$ cat config.mk
export PLATFORM = sky130hd
export DESIGN_NAME = smbus_host_ctrl
export DESIGN_NICKNAME = d
export VERILOG_FILES = /design/src/rtl/smbus_host_pkg.sv /design/src/rtl/smbus_host_regs.sv /design/src/rtl/smbus_host_status.sv /design/src/rtl/smbus_host_seq.sv /design/src/rtl/smbus_host_ctrl.sv
export SDC_FILE = /design/constraint.sdc
export NUM_CORES = 1
export LEC_CHECK = 0
export BUFFER_PORTS_ARGS = -buffer_cell sky130_fd_sc_hd__buf_2
export CAP_MARGIN = 10
export CELL_PAD_IN_SITES_DETAIL_PLACEMENT = 2
export CELL_PAD_IN_SITES_GLOBAL_PLACEMENT = 2
export CORE_ASPECT_RATIO = 1.1
export CORE_MARGIN = 10
export CORE_UTILIZATION = 32
export DETAILED_ROUTE_END_ITERATION = 10
export GPL_TIMING_DRIVEN = 0
export PLACE_DENSITY = 0.88
export SYNTH_ARGS = -nofsm -noshare
export SYNTH_HDL_FRONTEND = slang
export SYNTH_SLANG_ARGS = --single-unit
$ cat constraint.sdc
create_clock -name clk -period 1.58 [get_ports clk]
set_clock_uncertainty 0.1 [all_clocks]
set_input_delay 0.158 -clock clk [delete_from_list [all_inputs] [get_ports clk]]
set_output_delay 0.158 -clock clk [all_outputs]
set_load 0.01 [all_outputs]
$ cat src/rtl/smbus_host_pkg.sv
package smbus_host_pkg;

    localparam int DW = 8;

    // register offsets within the window
    localparam int OFS_STATUS  = 'h00;
    localparam int OFS_ENABLE  = 'h01;
    localparam int OFS_CTRL    = 'h02;
    localparam int OFS_HOSTCTL = 'h03;
    localparam int OFS_ADDR    = 'h04;
    localparam int OFS_CMD     = 'h05;
    localparam int OFS_DLO     = 'h08;
    localparam int OFS_DHI     = 'h09;

    // host control bits
    localparam int HC_GO_BIT   = 4;
    localparam int HC_KILL_BIT = 5;

    // status bits
    localparam int ST_BUSY_BIT = 0;
    localparam int ST_DERR_BIT = 1;
    localparam int ST_COLL_BIT = 2;
    localparam int ST_DONE_BIT = 3;

    typedef enum logic [2:0] {
        SZ_QUICK = 3'd0,
        SZ_BYTE  = 3'd1,
        SZ_BDATA = 3'd2,
        SZ_WORD  = 3'd3,
        SZ_PCALL = 3'd4
    } size_e;

    localparam logic [2:0] SZ_LAST = 3'(SZ_PCALL);

    typedef enum logic [1:0] {
        OP_START = 2'd0,
        OP_WRITE = 2'd1,
        OP_READ  = 2'd2,
        OP_STOP  = 2'd3
    } eng_op_e;

    typedef enum logic [3:0] {
        PH_IDLE,
        PH_ADDR,
        PH_CMD,
        PH_WLO,
        PH_WHI,
        PH_RSTART,
        PH_RLO,
        PH_RHI,
        PH_STOP
    } phase_e;

    typedef struct packed {
        phase_e     phase;
        logic       waiting;
        logic [2:0] size;
    } seq_state_t;

    typedef struct packed {
        logic done;
        logic coll;
        logic derr;
    } st_flags_t;

    typedef struct packed {
        logic [DW-1:0] enable;
        logic [5:0]    ctrl_hi;
        logic [DW-1:0] slave;
        logic [DW-1:0] cmd;
        logic [DW-1:0] dlo;
        logic [DW-1:0] dhi;
    } regs_t;

endpackage

$ cat src/rtl/smbus_host_regs.sv
module smbus_host_regs
    import smbus_host_pkg::*;
#(
    parameter int AW = 5
) (
    input  logic          clk,
    input  logic          rst_n,
    input  logic          wr_en,
    input  logic [AW-1:0] wr_addr,
    input  logic [DW-1:0] wr_data,
    input  logic          busy,
    input  logic          ld_lo,
    input  logic          ld_hi,
    input  logic [DW-1:0] ld_byte,
    output regs_t         regs_o,
    output logic          start_o,
    output logic [2:0]    start_size_o,
    output logic          kill_o
);

    localparam logic [AW-1:0] A_ENABLE  = AW'(OFS_ENABLE);
    localparam logic [AW-1:0] A_CTRL    = AW'(OFS_CTRL);
    localparam logic [AW-1:0] A_HOSTCTL = AW'(OFS_HOSTCTL);
    localparam logic [AW-1:0] A_ADDR    = AW'(OFS_ADDR);
    localparam logic [AW-1:0] A_CMD     = AW'(OFS_CMD);
    localparam logic [AW-1:0] A_DLO     = AW'(OFS_DLO);
    localparam logic [AW-1:0] A_DHI     = AW'(OFS_DHI);

    regs_t regs_d, regs_q;
    logic  hit_hc;
    logic  sw_ok;

    always_comb begin
        hit_hc       = wr_en && (wr_addr == A_HOSTCTL);
        kill_o       = hit_hc && wr_data[HC_KILL_BIT];
        start_o      = hit_hc && wr_data[HC_GO_BIT] && !wr_data[HC_KILL_BIT]
                       && !busy && (wr_data[2:0] <= SZ_LAST);
        start_size_o = wr_data[2:0];
        // transaction parameters are frozen while the sequencer owns them
        sw_ok        = wr_en && !busy;

        regs_d = regs_q;
        if (wr_en && wr_addr == A_ENABLE) regs_d.enable  = wr_data;
        if (wr_en && wr_addr == A_CTRL)   regs_d.ctrl_hi = wr_data[7:2];
        if (sw_ok && wr_addr == A_ADDR)   regs_d.slave   = wr_data;
        if (sw_ok && wr_addr == A_CMD)    regs_d.cmd     = wr_data;
        if (sw_ok && wr_addr == A_DLO)    regs_d.dlo     = wr_data;
        if (sw_ok && wr_addr == A_DHI)    regs_d.dhi     = wr_data;
        if (ld_lo)                        regs_d.dlo     = ld_byte;
        if (ld_hi)                        regs_d.dhi     = ld_byte;
    end

    always_ff @(posedge clk) begin
        if (!rst_n) regs_q <= '0;
        else        regs_q <= regs_d;
    end

    assign regs_o = regs_q;

endmodule

$ cat src/rtl/smbus_host_status.sv
module smbus_host_status
    import smbus_host_pkg::*;
(
    input  logic          clk,
    input  logic          rst_n,
    input  logic          clr_we,
    input  logic [DW-1:0] clr_mask,
    input  st_flags_t     set_evt,
    output st_flags_t     flags_o
);

    st_flags_t flags_d, flags_q;
    st_flags_t clr;

    always_comb begin
        clr.done = clr_we && clr_mask[ST_DONE_BIT];
        clr.coll = clr_we && clr_mask[ST_COLL_BIT];
        clr.derr = clr_we && clr_mask[ST_DERR_BIT];
        // a hardware event in the same cycle as a clear keeps the bit set
        flags_d = (flags_q & ~clr) | set_evt;
    end

    always_ff @(posedge clk) begin
        if (!rst_n) flags_q <= '0;
        else        flags_q <= flags_d;
    end

    assign flags_o = flags_q;

endmodule

$ cat src/rtl/smbus_host_seq.sv
module smbus_host_seq
    import smbus_host_pkg::*;
(
    input  logic          clk,
    input  logic          rst_n,
    input  logic          start,
    input  logic [2:0]    start_size,
    input  logic          kill,
    input  logic [DW-1:0] slave,
    input  logic [DW-1:0] cmd,
    input  logic [DW-1:0] dlo,
    input  logic [DW-1:0] dhi,
    input  logic          eng_done,
    input  logic          eng_nack,
    input  logic          eng_lost,
    output logic          busy,
    output logic          eng_req,
    output eng_op_e       eng_op,
    output logic [DW-1:0] eng_byte,
    output logic          eng_last,
    output logic          ld_lo,
    output logic          ld_hi,
    output st_flags_t     evt
);

    seq_state_t q, d;
    logic       rd_dir;
    logic       two_reads;

    function automatic phase_e next_phase(input phase_e ph, input logic [2:0] sz,
                                          input logic dir);
        phase_e nx;
        nx = PH_STOP;
        unique case (ph)
            PH_ADDR: begin
                if (sz == SZ_QUICK)                nx = PH_STOP;
                else if (sz == SZ_BYTE && dir)     nx = PH_RLO;
                else                               nx = PH_CMD;
            end
            PH_CMD: begin
                if (sz == SZ_BYTE)                 nx = PH_STOP;
                else if (sz == SZ_PCALL)           nx = PH_WLO;
                else if (dir)                      nx = PH_RSTART;
                else                               nx = PH_WLO;
            end
            PH_WLO:    nx = (sz == SZ_BDATA) ? PH_STOP : PH_WHI;
            PH_WHI:    nx = (sz == SZ_PCALL) ? PH_RSTART : PH_STOP;
            PH_RSTART: nx = PH_RLO;
            PH_RLO:    nx = (sz == SZ_WORD || sz == SZ_PCALL) ? PH_RHI : PH_STOP;
            default:   nx = PH_STOP;
        endcase
        return nx;
    endfunction

    always_comb begin
        rd_dir    = slave[0];
        two_reads = (q.size == SZ_WORD) || (q.size == SZ_PCALL);

        // operation presented for the current phase
        eng_op   = OP_STOP;
        eng_byte = '0;
        eng_last = 1'b0;
        unique case (q.phase)
            PH_ADDR: begin
                eng_op   = OP_START;
                eng_byte = (q.size == SZ_QUICK || q.size == SZ_BYTE)
                           ? slave : {slave[7:1], 1'b0};
            end
            PH_RSTART: begin
                eng_op   = OP_START;
                eng_byte = {slave[7:1], 1'b1};
            end
            PH_CMD: begin eng_op = OP_WRITE; eng_byte = cmd; end
            PH_WLO: begin eng_op = OP_WRITE; eng_byte = dlo; end
            PH_WHI: begin eng_op = OP_WRITE; eng_byte = dhi; end
            PH_RLO: begin eng_op = OP_READ;  eng_last = !two_reads; end
            PH_RHI: begin eng_op = OP_READ;  eng_last = 1'b1; end
            default: eng_op = OP_STOP;
        endcase

        d       = q;
        eng_req = 1'b0;
        ld_lo   = 1'b0;
        ld_hi   = 1'b0;
        evt     = '0;

        if (q.phase != PH_IDLE && !q.waiting) begin
            eng_req   = 1'b1;
            d.waiting = 1'b1;
        end

        if (q.phase == PH_IDLE) begin
            if (start) begin
                d.phase   = PH_ADDR;
                d.size    = start_size;
                d.waiting = 1'b0;
            end
        end else if (q.waiting && eng_done) begin
            d.waiting = 1'b0;
            if (eng_lost) begin
                evt.coll = 1'b1;
                evt.done = 1'b1;
                d.phase  = PH_IDLE;
            end else if (q.phase == PH_STOP) begin
                evt.done = 1'b1;
                d.phase  = PH_IDLE;
            end else if (eng_nack && eng_op != OP_READ) begin
                evt.derr = 1'b1;
                d.phase  = PH_STOP;
            end else begin
                ld_lo   = (q.phase == PH_RLO);
                ld_hi   = (q.phase == PH_RHI);
                d.phase = next_phase(q.phase, q.size, rd_dir);
            end
        end

        if (kill) begin
            d.phase   = PH_IDLE;
            d.waiting = 1'b0;
            evt       = '0;
            ld_lo     = 1'b0;
            ld_hi     = 1'b0;
        end

        busy = (q.phase != PH_IDLE);
    end

    always_ff @(posedge clk) begin
        if (!rst_n) begin
            q.phase   <= PH_IDLE;
            q.waiting <= 1'b0;
            q.size    <= '0;
        end else begin
            q <= d;
        end
    end

endmodule

$ cat src/rtl/smbus_host_ctrl.sv
module smbus_host_ctrl
    import smbus_host_pkg::*;
#(
    parameter int AW = 5
) (
    input  logic          clk,
    input  logic          rst_n,
    input  logic [AW-1:0] reg_addr,
    input  logic          reg_wr_en,
    input  logic [7:0]    reg_wdata,
    output logic [7:0]    reg_rdata,
    output logic          eng_req,
    output logic [1:0]    eng_op,
    output logic [7:0]    eng_byte,
    output logic          eng_last,
    input  logic          eng_done,
    input  logic          eng_nack,
    input  logic          eng_lost,
    input  logic [7:0]    eng_rbyte
);

    regs_t         regs;
    logic          start_go;
    logic [2:0]    start_size;
    logic          kill;
    logic          seq_busy;
    logic          ld_lo;
    logic          ld_hi;
    st_flags_t     evt;
    st_flags_t     st_flags;
    eng_op_e       seq_op;
    logic [DW-1:0] status_byte;
    logic [DW-1:0] ctrl_byte;
    logic          st_clr_we;

    smbus_host_regs #(.AW(AW)) u_regs (
        .clk          (clk),
        .rst_n        (rst_n),
        .wr_en        (reg_wr_en),
        .wr_addr      (reg_addr),
        .wr_data      (reg_wdata),
        .busy         (seq_busy),
        .ld_lo        (ld_lo),
        .ld_hi        (ld_hi),
        .ld_byte      (eng_rbyte),
        .regs_o       (regs),
        .start_o      (start_go),
        .start_size_o (start_size),
        .kill_o       (kill)
    );

    smbus_host_seq u_seq (
        .clk        (clk),
        .rst_n      (rst_n),
        .start      (start_go),
        .start_size (start_size),
        .kill       (kill),
        .slave      (regs.slave),
        .cmd        (regs.cmd),
        .dlo        (regs.dlo),
        .dhi        (regs.dhi),
        .eng_done   (eng_done),
        .eng_nack   (eng_nack),
        .eng_lost   (eng_lost),
        .busy       (seq_busy),
        .eng_req    (eng_req),
        .eng_op     (seq_op),
        .eng_byte   (eng_byte),
        .eng_last   (eng_last),
        .ld_lo      (ld_lo),
        .ld_hi      (ld_hi),
        .evt        (evt)
    );

    assign st_clr_we = reg_wr_en && (reg_addr == AW'(OFS_STATUS));

    smbus_host_status u_status (
        .clk      (clk),
        .rst_n    (rst_n),
        .clr_we   (st_clr_we),
        .clr_mask (reg_wdata),
        .set_evt  (evt),
        .flags_o  (st_flags)
    );

    assign eng_op = seq_op;

    always_comb begin
        status_byte = '0;
        status_byte[ST_BUSY_BIT] = seq_busy;
        status_byte[ST_DERR_BIT] = st_flags.derr;
        status_byte[ST_COLL_BIT] = st_flags.coll;
        status_byte[ST_DONE_BIT] = st_flags.done;
        ctrl_byte = {regs.ctrl_hi, 1'b0, seq_busy};

        unique case (reg_addr)
            AW'(OFS_STATUS): reg_rdata = status_byte;
            AW'(OFS_ENABLE): reg_rdata = regs.enable;
            AW'(OFS_CTRL):   reg_rdata = ctrl_byte;
            AW'(OFS_ADDR):   reg_rdata = regs.slave;
            AW'(OFS_CMD):    reg_rdata = regs.cmd;
            AW'(OFS_DLO):    reg_rdata = regs.dlo;
            AW'(OFS_DHI):    reg_rdata = regs.dhi;
            default:         reg_rdata = '0;
        endcase
    end

endmodule

# After elaboration in Yosys (flattened, before gate mapping)
# Cells that the tools add are included.
# Widths: inputs -> output; s select.
word_totals:
  regBits: 57
  input_bits: 27
  output_inout_bits: 20
  wordCells: 125
op_classes:
  n_lt_le_gt_ge: 1
  n_eq_ne: 21
  mux: 47
  bitwise_logic: 4
  n_reduce_logical: 40
ops:
  columns: ["cell", "count"]
  rows:
  - ["$pmux 8 s7", 1]
  - ["$mux 8", 5]
  - ["$pmux 8 s5", 1]
  - ["$mux 4", 9]
  - ["$pmux 4 s6", 1]
  - ["$logic_and 1x1->1", 21]
  - ["$mux 1", 21]
  - ["$eq 4x3->1 const B", 4]
  - ["$mux 3", 5]
  - ["$eq 5x2->1 const B", 2]
  - ["$eq 5x3->1 const B", 2]
  - ["$eq 5x4->1 const B", 2]
  - ["$mux 5", 2]
  - ["$eq 4x2->1 const B", 2]
  - ["$eq 3x2->1 const B", 2]
  - ["$pmux 2 s3", 1]
  - ["$reduce_bool 2->1", 3]
  - ["$reduce_or 2->1", 3]
  - ["$eq 5x1->1 const B", 1]
  - ["$logic_not 5->1", 1]
  - ["$eq 4x1->1 const B", 1]
  - ["$eq 4x4->1 const B", 1]
  - ["$logic_not 1->1", 4]
  - ["$logic_not 4->1", 1]
  - ["other kinds (14)", 17]

# Logic depth before layout (Yosys ltp)
# Gate-level depths: netlist of run 1.
depth:
  ltp_word: 12
  mapped_depth: 7
  mapped_depth_nobuf: 5

# Cells and area by module
# A second synthesis of run 1 with hierarchy kept.
hier_totals:
  hier_cells: 430
  area_unflattened_um2: 3627.2
by_module_without_submodules:
  columns: ["module", "n_inst", "cells_per_inst", "area_per_inst_um2"]
  rows:
  - ["smbus_host_regs", 1, 211, 2030.7]
  - ["smbus_host_seq", 1, 148, 1031.0]
  - ["smbus_host_ctrl", 1, 59, 460.4]
  - ["smbus_host_status", 1, 12, 105.1]

# Worst setup path before layout of run 1
# OpenSTA, ideal clock, no wires.
synth_path:
  path_kind: "register to register"
  startpoint: "reg u_seq.q[4] (netlist bit)"
  endpoint: "reg u_seq.q[7] (netlist bit)"
  setup_time_ps: 117
  arrival_time_ps: 1475
  required_ps: 1363
  path_slack_ps: -112
  stages_incl_launch_ff: 7
  path_buffers: 2
  synth_period_minus_slack_ps: 1692
  cell_sequence: "dfxtp_1 -> buf_2 -> nor4_4 -> buf_4 -> a31oi_1 -> o221a_2 -> a22o_1"
synth_between:
  elab_chain_len: 10
  word_cells_on_any_way: 28
  cone_classes: "eq/ne: 10; mux: 7; reduce/logical: 11"
synth_rtl:
  columns: ["element", "line_no", "rtl"]
  rows:
  - ["start, declared", "smbus_host_seq.sv:26", "seq_state_t q, d;"]
  - ["$eq 4x2->1 (tied with other cells)", "smbus_host_seq.sv:34, smbus_host_seq.sv:63", null]
  - ["$reduce_or 3->1 (no line) or $reduce_or 2->1 (tied branches)", null, null]
  - ["$pmux 2 s3", "smbus_host_seq.sv:63", "unique case (q.phase)"]
  - ["$ne 2x2->1", "smbus_host_seq.sv:107", "end else if (eng_nack && eng_op != OP_READ) begin"]
  - ["$logic_and 1x1->1", "smbus_host_seq.sv:107", null]
  - ["$mux 4", "smbus_host_seq.sv:107", null]
  - ["$mux 4", "smbus_host_seq.sv:104", "end else if (q.phase == PH_STOP) begin"]
  - ["$mux 4", "smbus_host_seq.sv:100", "if (eng_lost) begin"]
  - ["$mux 5", "smbus_host_seq.sv:98", "end else if (q.waiting && eng_done) begin"]
  - ["$mux 5", "smbus_host_seq.sv:92", "if (q.phase == PH_IDLE) begin"]
# Parallel ways exist; a longest one is shown, timed or not. The select of a mux whose other input is x is not followed.
# A chain may end at the register's enable or synchronous reset.

# Worst setup path in the final report of run 1
layout_path:
  startpoint: "reg u_seq.q[6] (netlist bit)"
  endpoint: "reg u_regs.regs_q[20], in the netlist u_regs.regs_o[20]"
layout_between:
  elab_chain_len: 4
layout_rtl:
  columns: ["element", "line_no", "rtl"]
  rows:
  - ["$reduce_bool 4->1", "smbus_host_seq.sv:125", "busy = (q.phase != PH_IDLE);"]
  - ["$logic_not 1->1", "smbus_host_regs.sv:40", "sw_ok = wr_en && !busy;"]
  - ["$logic_and 1x1->1", "smbus_host_regs.sv:40", null]
  - ["$logic_and 1x1->1", "smbus_host_regs.sv:46", "if (sw_ok && wr_addr == A_CMD) regs_d.cmd = wr_data;"]
  - ["end signal, assigned", "smbus_host_regs.sv:55", "else regs_q <= regs_d;"]
  - ["end, declared", "smbus_host_regs.sv:29", "regs_t regs_d, regs_q;"]
# No other way between the ends.

==> flow_summary.ini, run 1 <==
[floorplanning]
ioPinCount = 47
row_count = 40
start_util_pct = 32.5
die_x_um = 120
die_area_sq_mm = 0.0156
core-area_sq_mm = 0.0108
die_y_um = 130

[routing]
vias = 4055
drtAntennaViolNets = 0
drc_errors = 0
drtIter0Drc = 377
drt_wl_total_um = 21400
via_per_inst = 6.15
drtPass1Iterations = 5
drt-wirelength-per-cell_um = 32.4

[critical_path]
critPathMostFrequentCell = buf_6
path_cells = buf_6 > nor4_4 > buf_6 > bufbuf_16 > buf_6 > nand3_4 > mux2i_1 > nor2b_1
required_ns = 1.70
r2r_setup_slack_ns = -0.61
endpoint_kind = flip-flop
arrival_ns = 2.30
slowest_stage = dfxtp_4
setup.worst_path.class = reg2reg
start_kind = flip-flop
critPathMaxStageDelay_ns = 0.38
crit_path_max_fanout = 8

[placement]
placedCellCount = 582
dpl.hpwl_um = 10500
gpl.final_weighted_congestion = 0.878
port_buffers = 40

[power_and_ir_drop]
seqPwrFrac_pct = 38.0
p_switching_mw = 1.03
p_sw_share_pct = 27.0
clkPwrFrac_pct = 53.2
combPwrFrac_pct = 8.8
cellLeakagePower_nw = 2.47
p_int_mw = 2.80
power_density_mw_per_mm2 = 695
irDropWorstVdd_uv = 526

[finish]
instances_no_fill = 659
nets = 534
syn_to_final_growth_pct = 56.8
antennaDiodeCount = 0
drive_gt1_share_pct = 47.1
final_util_pct = 50.9

[timing]
finalMaxSlewViolations = 0
worst_slew_pin_slew_ns = 0.772
worst_slack_ns = -0.605
finalCriticalPeriod_ns = 2.19
grt_setup_unrepaired = true
hold_viol = 0
setup-violations-final = 64
hold_slack_ns = 0.00163
fin_crit_sh_pct = 138
fmax_mhz = 458
slew_headroom_pct = 48.5
final.setup.tns_ns = -24.93

[yosys]
yosys_warnings = 0
syn_nets = 422
ys_seq_area_share_pct = 32.5
syn_area_per_cell_sq_um = 8.89
ys_top_cells_by_area = dfxtp_1, mux2i_1, a22oi_1, nor2b_1, o211a_1
synthFlopType = dfxtp_1
synth-edff-count = 0
synth_top_area_share_pct = 32.5
synthArstFlopShare_pct = 0
synth.ff_latch_count = 57
synth_cell_types = 59
netlist_instances = 395
synth_area_sq_mm = 0.00351
yosysTopAreaCell = dfxtp_1

[grt]
grt_overflow = 0
grtUsageTotal_pct = 23.6
antenna_found_initial = 0
grt_max_degree = 12
grt_pass1_vias = 4530
grt_pass1_wl_um = 28000

[clocking]
cts_tree = built
htreeDepth = 3
cts_buffers = 9
clkTransAtPathRegs_ns = 0.06
cts_root_buf = clkbuf_16
clock_sinks = 57
insertion_delay_ns = 0.35
clk_path_buf_depth = 2

[status]
violations = negative setup slack
status = finished with violations

[min_path]
hp-class = in2reg

[run]
cap_violations = 0
-- path summary, 6_finish.rpt --
check / endpoint / start / cells after the start
hold / removal: u_regs.regs_o[11]$_SDFFE_PN0P_ / eng_rbyte[3] / 2
setup / recovery: u_regs.regs_o[20]$_SDFFE_PN0P_ / u_seq.q[6]$_SDFFE_PP0P_ / 8
setup reg to reg: u_regs.regs_o[20]$_SDFFE_PN0P_ / u_seq.q[6]$_SDFFE_PP0P_ / 8
hold reg to reg: u_seq.q[3]$_SDFF_PP0_ / u_seq.q[3]$_SDFF_PP0_ / 2
-- synth_stat cells (all sizes together) (2+ instances only) --
| cell | instances |
|---|---|
| dfxtp | 57 |
| mux2i | 40 |
| nand2 | 35 |
| a22oi | 32 |
| nor2b | 31 |
| nand3 | 21 |
| nor2 | 19 |
| buf | 17 |
| o211a | 16 |
| clkbuf | 13 |
| o21ai | 13 |
| a21boi | 11 |
| inv | 10 |
| a21oi | 8 |
| nor3 | 8 |
| and3 | 6 |
| nand2b | 5 |
| nor3b | 5 |
| a222oi | 4 |
| nand4 | 4 |
| nor4 | 4 |
| a32o | 3 |
| and2b | 3 |
| or3 | 3 |
| a22o | 2 |
| a31oi | 2 |
| and2 | 2 |
| nor4b | 2 |
| o21a | 2 |
| o22ai | 2 |
-- power by group through the flow --
stage,Combinational [mW],Sequential [mW],Clock [mW]
final,0.338,1.45,2.04
after global routing,0.348,1.45,2.10
after CTS,0.284,1.45,1.97
after detailed placement,0.212,1.49,0
after global placement,0.200,1.48,0
after floorplan,0.112,1.48,0
-- cells by family after synthesis --
kind of cell	synth area share, %
AND/OR/NAND/NOR	27.0
buffers and inverters	5.41
multiplexers	11.4
AO/OA/AOI/OAI	23.7
flip-flops	32.5
-- cell type report --
| type | count | area [sq um] |
|---|---|---|
| clock buffers | 9 | 225 |
| clock inverters | 7 | 71.3 |
| multi-input cells | 299 | 2660 |
| flip-flops and latches | 57 | 1160 |
| fillers | 1152 | 5300 |
| plain buffers | 26 | 253 |
| repair buffers | 104 | 917 |
| well taps | 147 | 184 |
| inverters | 10 | 37.5 |
-- metrics by stage --
step / setup slack, ns / instance area [sq um] / power (mW)
floorplan: -0.0697 / 3540 / 1.59
global placement: -0.708 / 3930 / 1.69
detailed placement: -0.679 / 3930 / 1.70
CTS: -0.457 / 5030 / 3.71
global route: -0.624 / 5510 / 3.90
finish: -0.605 / 5510 / 3.83
-- repair_timing --
item,4_1_cts,5_1_grt
pin swaps,34,44
gates resized for setup,116,77
hold endpoints to repair,8,0
gates cloned,2,0
hold buffers,5,0
setup buffers,34,27
setup endpoints to repair,65,63
-- worst max-delay path: cells and delay by family, from the launching register on --
kind,cells,cell delay [ns]
buffers and inverters,4,0.65
AND/OR/NAND/NOR,3,0.56
flip-flops,1,0.38
multiplexers,1,0.36
-- placed cells by master (no fill, tap or decap), drive strengths merged, types with 2 or more instances in the layout --
| cell type | netlist | layout |
|---|---|---|
| clkinv | 0 | 3 |
| inv | 10 | 10 |
| mux2i | 40 | 40 |
| a31oi | 2 | 2 |
| nand4 | 4 | 4 |
| clkinvlp | 0 | 3 |
| nor2b | 31 | 31 |
| o21a | 2 | 2 |
| nand2 | 35 | 35 |
| nor3 | 8 | 8 |
| or3 | 3 | 3 |
| and2b | 3 | 3 |
| nor4b | 2 | 2 |
| and2 | 2 | 3 |
| dlygate4sd3 | 0 | 5 |
| a222oi | 4 | 4 |
| a21boi | 11 | 11 |
| nor4 | 4 | 4 |
| nand3 | 21 | 21 |
| dfxtp | 57 | 57 |
| a22oi | 32 | 32 |
| o21ai | 13 | 13 |
| clkbuf | 13 | 21 |
| a22o | 2 | 2 |
| nand2b | 5 | 5 |
| o211a | 16 | 16 |
| a21oi | 8 | 8 |
| o22ai | 2 | 2 |
| buf | 17 | 112 |
| nor2 | 19 | 19 |
| nor3b | 5 | 5 |
| a32o | 3 | 3 |
| and3 | 6 | 6 |
-- flip-flops by register name, summed over array words and instances, names as in the netlist --
name              cells
u_regs.regs_o        46
u_seq.q               8
u_status.flags_o      3
-- layer usage --
metal / vias to the layer above / GRT usage [%] / part of all wire [%]
met5: - / 0 / 0
met4: 0 / 14.6 / 6.3
met3: 85 / 4.58 / 4.6
met2: 204 / 43.8 / 52
met1: 2066 / 24.1 / 37
li1: 1700 / - / -
Power figures use the tool's default switching activity.
==> run 2: changes to the inputs <==
--- a/config.mk
+++ b/config.mk
@@ -15,6 +15,7 @@
 export DETAILED_ROUTE_END_ITERATION = 10
 export GPL_TIMING_DRIVEN = 0
 export PLACE_DENSITY = 0.88
+export REMOVE_ABC_BUFFERS = 1
 export SYNTH_ARGS = -nofsm -noshare
 export SYNTH_HDL_FRONTEND = slang
 export SYNTH_SLANG_ARGS = --single-unit
==> flow_summary.ini, run 2 (same netlist as run 1, synthesis figures left out) <==
[status]
status = finished with violations
violations = negative setup slack

[floorplanning]
die_area_sq_mm = 0.0156
start_util_pct = 32.5
row_count = 40
die_x_um = 120
die_y_um = 130
core-area_sq_mm = 0.0108
ioPinCount = 47

[timing]
grt_setup_unrepaired = true
fmax_mhz = 451
hold_viol = 0
final.setup.tns_ns = -25.08
slew_headroom_pct = 30.6
fin_crit_sh_pct = 140
finalCriticalPeriod_ns = 2.22
worst_slack_ns = -0.638
finalMaxSlewViolations = 0
hold_slack_ns = 0.0203
setup-violations-final = 67
worst_slew_pin_slew_ns = 1.04

[critical_path]
arrival_ns = 2.35
r2r_setup_slack_ns = -0.64
crit_path_max_fanout = 5
required_ns = 1.71
setup.worst_path.class = reg2reg
endpoint_kind = flip-flop
rr_endpoint = u_seq.q[5]$_SDFFE_PP0P_
start_kind = flip-flop
reg2reg_from = u_seq.q[5]$_SDFFE_PP0P_
reg2reg_depth = 6

[min_path]
min_to = u_regs.regs_o[7]$_SDFFE_PN0P_
hold_start = eng_rbyte[7]
hp-class = in2reg
hold-path-cell-count = 2

[finish]
largest_reg_flops = 46
fillers = 1071
layout_common_cells = dfxtp_1, buf_4, buf_2, mux2i_1, buf_6
fin_area_sq_mm = 0.00567
nets = 533
layout_commonest_cell = dfxtp_1
syn_to_final_growth_pct = 61.4
final_util_pct = 52.4
drive_gt1_share_pct = 50.9

[power_and_ir_drop]
power_mw = 4.02
p_sw_share_pct = 25.5
seqPwrFrac_pct = 36.0
irDropWorstVdd_uv = 1010
p_switching_mw = 1.02
cellLeakagePower_nw = 2.53
p_int_mw = 2.99
power_density_mw_per_mm2 = 709
combPwrFrac_pct = 8.7
clkPwrFrac_pct = 55.3

[routing]
drtPass1Iterations = 5
drt-wirelength-per-cell_um = 37.5
drtAntennaViolNets = 0
drc_errors = 0
drt_wl_total_um = 24700
drtIter0Drc = 534
vias = 4359
via_per_inst = 6.61

[grt]
grt_pass1_vias = 4667
grt_max_degree = 56
grtUsageTotal_pct = 26.7
antenna_found_initial = 1
grt_pass1_wl_um = 31100
grt_overflow = 0

[placement]
gpl.final_weighted_congestion = 0.831
dpl-instance-area_sq_mm = 0.00377
dpl.hpwl_um = 9530
port_buffers = 46

[clocking]
clock_sinks = 57
insertion_delay_ns = 0.34
clkTransAtPathRegs_ns = 0.06
clk_path_buf_depth = 2
cts_buffers = 9
cts_root_buf = clkbuf_16
cts_tree = built
htreeDepth = 3

[run]
cap_violations = 0
-- run 2: cell count changes in the layout (fill, tap and decap cells not counted), sizes merged --
cell,previous run,this run
diode,0,1
dlygate4sd3,5,4
bufinv,1,2
buf,112,124
clkbuf,21,13
bufbuf,1,0
inv,10,9
and2,3,2
clkinvlp,3,1
-- run 2: area by class of cell --
type	instances	area (sq um)	area share [%]
well taps	147	184	3.24
clock inverters	5	78.8	1.39
flip-flops and latches	57	1170	20.6
diodes	1	2.50	0.0441
clock buffers	11	243	4.28
repair buffers	130	1210	21.4
inverters	10	41.3	0.728
multi-input cells	298	2740	48.3
-- run 2: worst max-delay path by stage --
stage | from | end | slack [ns]
4_1_cts | u_seq.q[5]$_SDFFE_PP0P_ | eng_byte[6] | -0.48
3_5_place_dp | u_seq.q[7]$_SDFFE_PP0P_ | u_regs.regs_o[15]$_SDFFE_PN0P_ | -1.39
3_3_place_gp | u_seq.q[7]$_SDFFE_PP0P_ | u_regs.regs_o[9]$_SDFFE_PN0P_ | -1.22
2_1_floorplan | u_seq.q[7]$_SDFFE_PP0P_ | u_seq.q[5]$_SDFFE_PP0P_ | -0.66
6_report | u_seq.q[5]$_SDFFE_PP0P_ | u_seq.q[5]$_SDFFE_PP0P_ | -0.64
5_1_grt | u_seq.q[5]$_SDFFE_PP0P_ | u_seq.q[5]$_SDFFE_PP0P_ | -0.61
-- run 2: critical path: stages (launching register included) --
cell	delay [ns]
dfxtp_4	0.41
and2b_2	0.24
buf_4	0.14
buf_4	0.15
a22oi_1	0.41
o21ai_0	0.31
a32o_1	0.34
-- run 2: timing repair --
item,CTS,global route
hold endpoints to repair,6,0
setup endpoints to repair,74,65
setup buffers,55,30
gates resized for setup,119,82
pin swaps,44,41
hold buffers,4,0
-- run 2: routing by layer --
metal | track usage (%) | vias to the layer above | wire [um]
met4 | 18.3 | 0 | 1810
met2 | 48.7 | 323 | 12100
met5 | 0 | - | 0
met3 | 6.31 | 137 | 1710
li1 | - | 1698 | -
met1 | 26.5 | 2201 | 9070
-- run 2: power groups by stage --
stage | clock, mW | sequential, mW | combinational (mW)
detailed placement | 0 | 1.49 | 0.205
finish | 2.22 | 1.45 | 0.349
global placement | 0 | 1.48 | 0.193
CTS | 2.15 | 1.45 | 0.275
floorplan | 0 | 1.48 | 0.0771
global route | 2.27 | 1.45 | 0.353
-- run 2: through the flow --
stage / setup WS [ns] / instances
floorplan: -0.663 / 365
global placement: -1.22 / 558
detailed placement: -1.39 / 558
CTS: -0.482 / 632
global route: -0.610 / 659
finish: -0.638 / 659
==> run 3: changes to the inputs <==
--- a/config.mk
+++ b/config.mk
@@ -16,6 +16,7 @@
 export GPL_TIMING_DRIVEN = 0
 export PLACE_DENSITY = 0.88
 export REMOVE_ABC_BUFFERS = 1
+export SETUP_SLACK_MARGIN = 0.05
 export SYNTH_ARGS = -nofsm -noshare
 export SYNTH_HDL_FRONTEND = slang
 export SYNTH_SLANG_ARGS = --single-unit
==> flow_summary.ini, run 3 (same netlist as run 1, synthesis figures left out) <==
[status]
status = finished with violations
violations = negative setup slack

[clocking]
clk_path_buf_depth = 2
clock_sinks = 57
insertion_delay_ns = 0.35
htreeDepth = 3
cts_buffers = 9
cts_tree = built
cts_root_buf = clkbuf_16
clkTransAtPathRegs_ns = 0.06

[placement]
dp_slack_ns = -1.39
dpl.hpwl_um = 9530
dpl-instance-area_sq_mm = 0.00377
port_buffers = 46
gpl.final_weighted_congestion = 0.831

[routing]
via_per_inst = 6.51
vias = 4340
drt-wirelength-per-cell_um = 37.5
drt_wl_total_um = 25000
drtPass1Iterations = 5
drc_errors = 0
drtAntennaViolNets = 0
drtIter0Drc = 545

[timing]
fmax_mhz = 433
slew_headroom_pct = 34.7
worst_slack_ns = -0.727
grt_setup_unrepaired = true
setup-violations-final = 63
finalMaxSlewViolations = 0
fin_crit_sh_pct = 146
worst_slew_pin_slew_ns = 0.980
final.setup.tns_ns = -26.06
hold_viol = 0
finalCriticalPeriod_ns = 2.31

[finish]
drive_gt1_share_pct = 52.7
nets = 542
largest_reg_flops = 46
multiInputGateArea_sq_mm = 0.00280
fillers = 1083
layout_common_cells = buf_4, dfxtp_1, buf_6, buf_2
final_util_pct = 53.5
syn_to_final_growth_pct = 64.6
antennaDiodeCount = 0
register_area_sq_mm = 0.00117
fin_area_sq_mm = 0.00578

[floorplanning]
core-area_sq_mm = 0.0108
ioPinCount = 47
start_util_pct = 32.5
die_y_um = 130
row_count = 40
die_x_um = 120
die_area_sq_mm = 0.0156

[min_path]
hp-class = in2reg

[critical_path]
cp_num_buf_inv = 4
setup.worst_path.class = reg2out
required_ns = 1.32
critPathMaxStageDelay_ns = 0.44
crit_path_max_fanout = 6
endpoint_kind = output pin
start_kind = flip-flop
arrival_ns = 2.05
critPathTopFamily = buffers and inverters
path_cells = clkbuf_2 > buf_4 > nor2_2 > a222oi_1 > inv_1 > buf_6
slowest_stage = dfxtp_4

[grt]
grtUsageTotal_pct = 26.9
grt_pass1_wl_um = 31300
grt_overflow = 0
grt_pass1_vias = 4589
grt_max_degree = 56
antenna_found_initial = 0

[power_and_ir_drop]
cellLeakagePower_nw = 2.57
power_density_mw_per_mm2 = 697
irDropWorstVdd_uv = 826
power_mw = 4.03

[run]
cap_violations = 0
## run 3: path summary, 6_finish.rpt
kind              slack, ns                             end  cells past startpoint                            from
setup / recovery      -0.73                     eng_byte[5]                      6         u_seq.q[7]$_SDFFE_PP0P_
hold / removal         0.02   u_regs.regs_o[7]$_SDFFE_PN0P_                      2                    eng_rbyte[7]
setup reg to reg      -0.67   u_regs.regs_o[4]$_SDFFE_PN0P_                      7         u_seq.q[6]$_SDFFE_PP0P_
hold reg to reg        0.40  u_regs.regs_o[41]$_SDFFE_PN0P_                      2  u_regs.regs_o[41]$_SDFFE_PN0P_
## run 3: metrics by stage
stage / hold WS (ns) / std cells
6_report: 0.0209 / 667
2_1_floorplan: 0.174 / 365
5_1_grt: 0.0258 / 667
3_3_place_gp: 0.314 / 558
3_5_place_dp: 0.332 / 558
4_1_cts: 0.00608 / 632
## run 3: cell type report
cell class | instances | area share [%]
sequential | 57 | 20.2
clock buffer | 11 | 4.20
clock inverter | 5 | 1.36
tap | 147 | 3.18
timing repair buffer | 139 | 21.9
inverter | 10 | 0.714
multi-input combinational | 298 | 48.4
## run 3: layer usage
layer / GRT usage [%] / wire length [um] / vias up / share of wire, %
met4: 18.9 / 1940 / 0 / 7.8
li1: - / - / 1716 / -
met3: 5.01 / 1760 / 139 / 7.0
met1: 26.9 / 9180 / 2185 / 37
met2: 49.6 / 12100 / 300 / 48
met5: 0 / 0 / - / 0
## run 3: power breakdown
part	total, mW	switching, mW	internal [mW]
clock	2.23	0.808	1.42
combinational	0.353	0.214	0.139
sequential	1.45	0.0130	1.43
total	4.03	1.04	3.00
## run 3: worst register-to-register path, cell delays in order (launching register included)
cell and delay [ns]:
dfxtp_4 0.40, nor4_4 0.32, buf_4 0.20, buf_6 0.12, nand4_4 0.27, mux2i_1 0.40
nand2_1 0.16, o211a_1 0.17
## run 3: timing repair
item                       CTS  global route
resized for setup          121            93
hold endpoints to repair     6             0
setup endpoints to repair   77            73
setup buffers               55            40
pin swaps                   44            38
hold buffers                 4             0
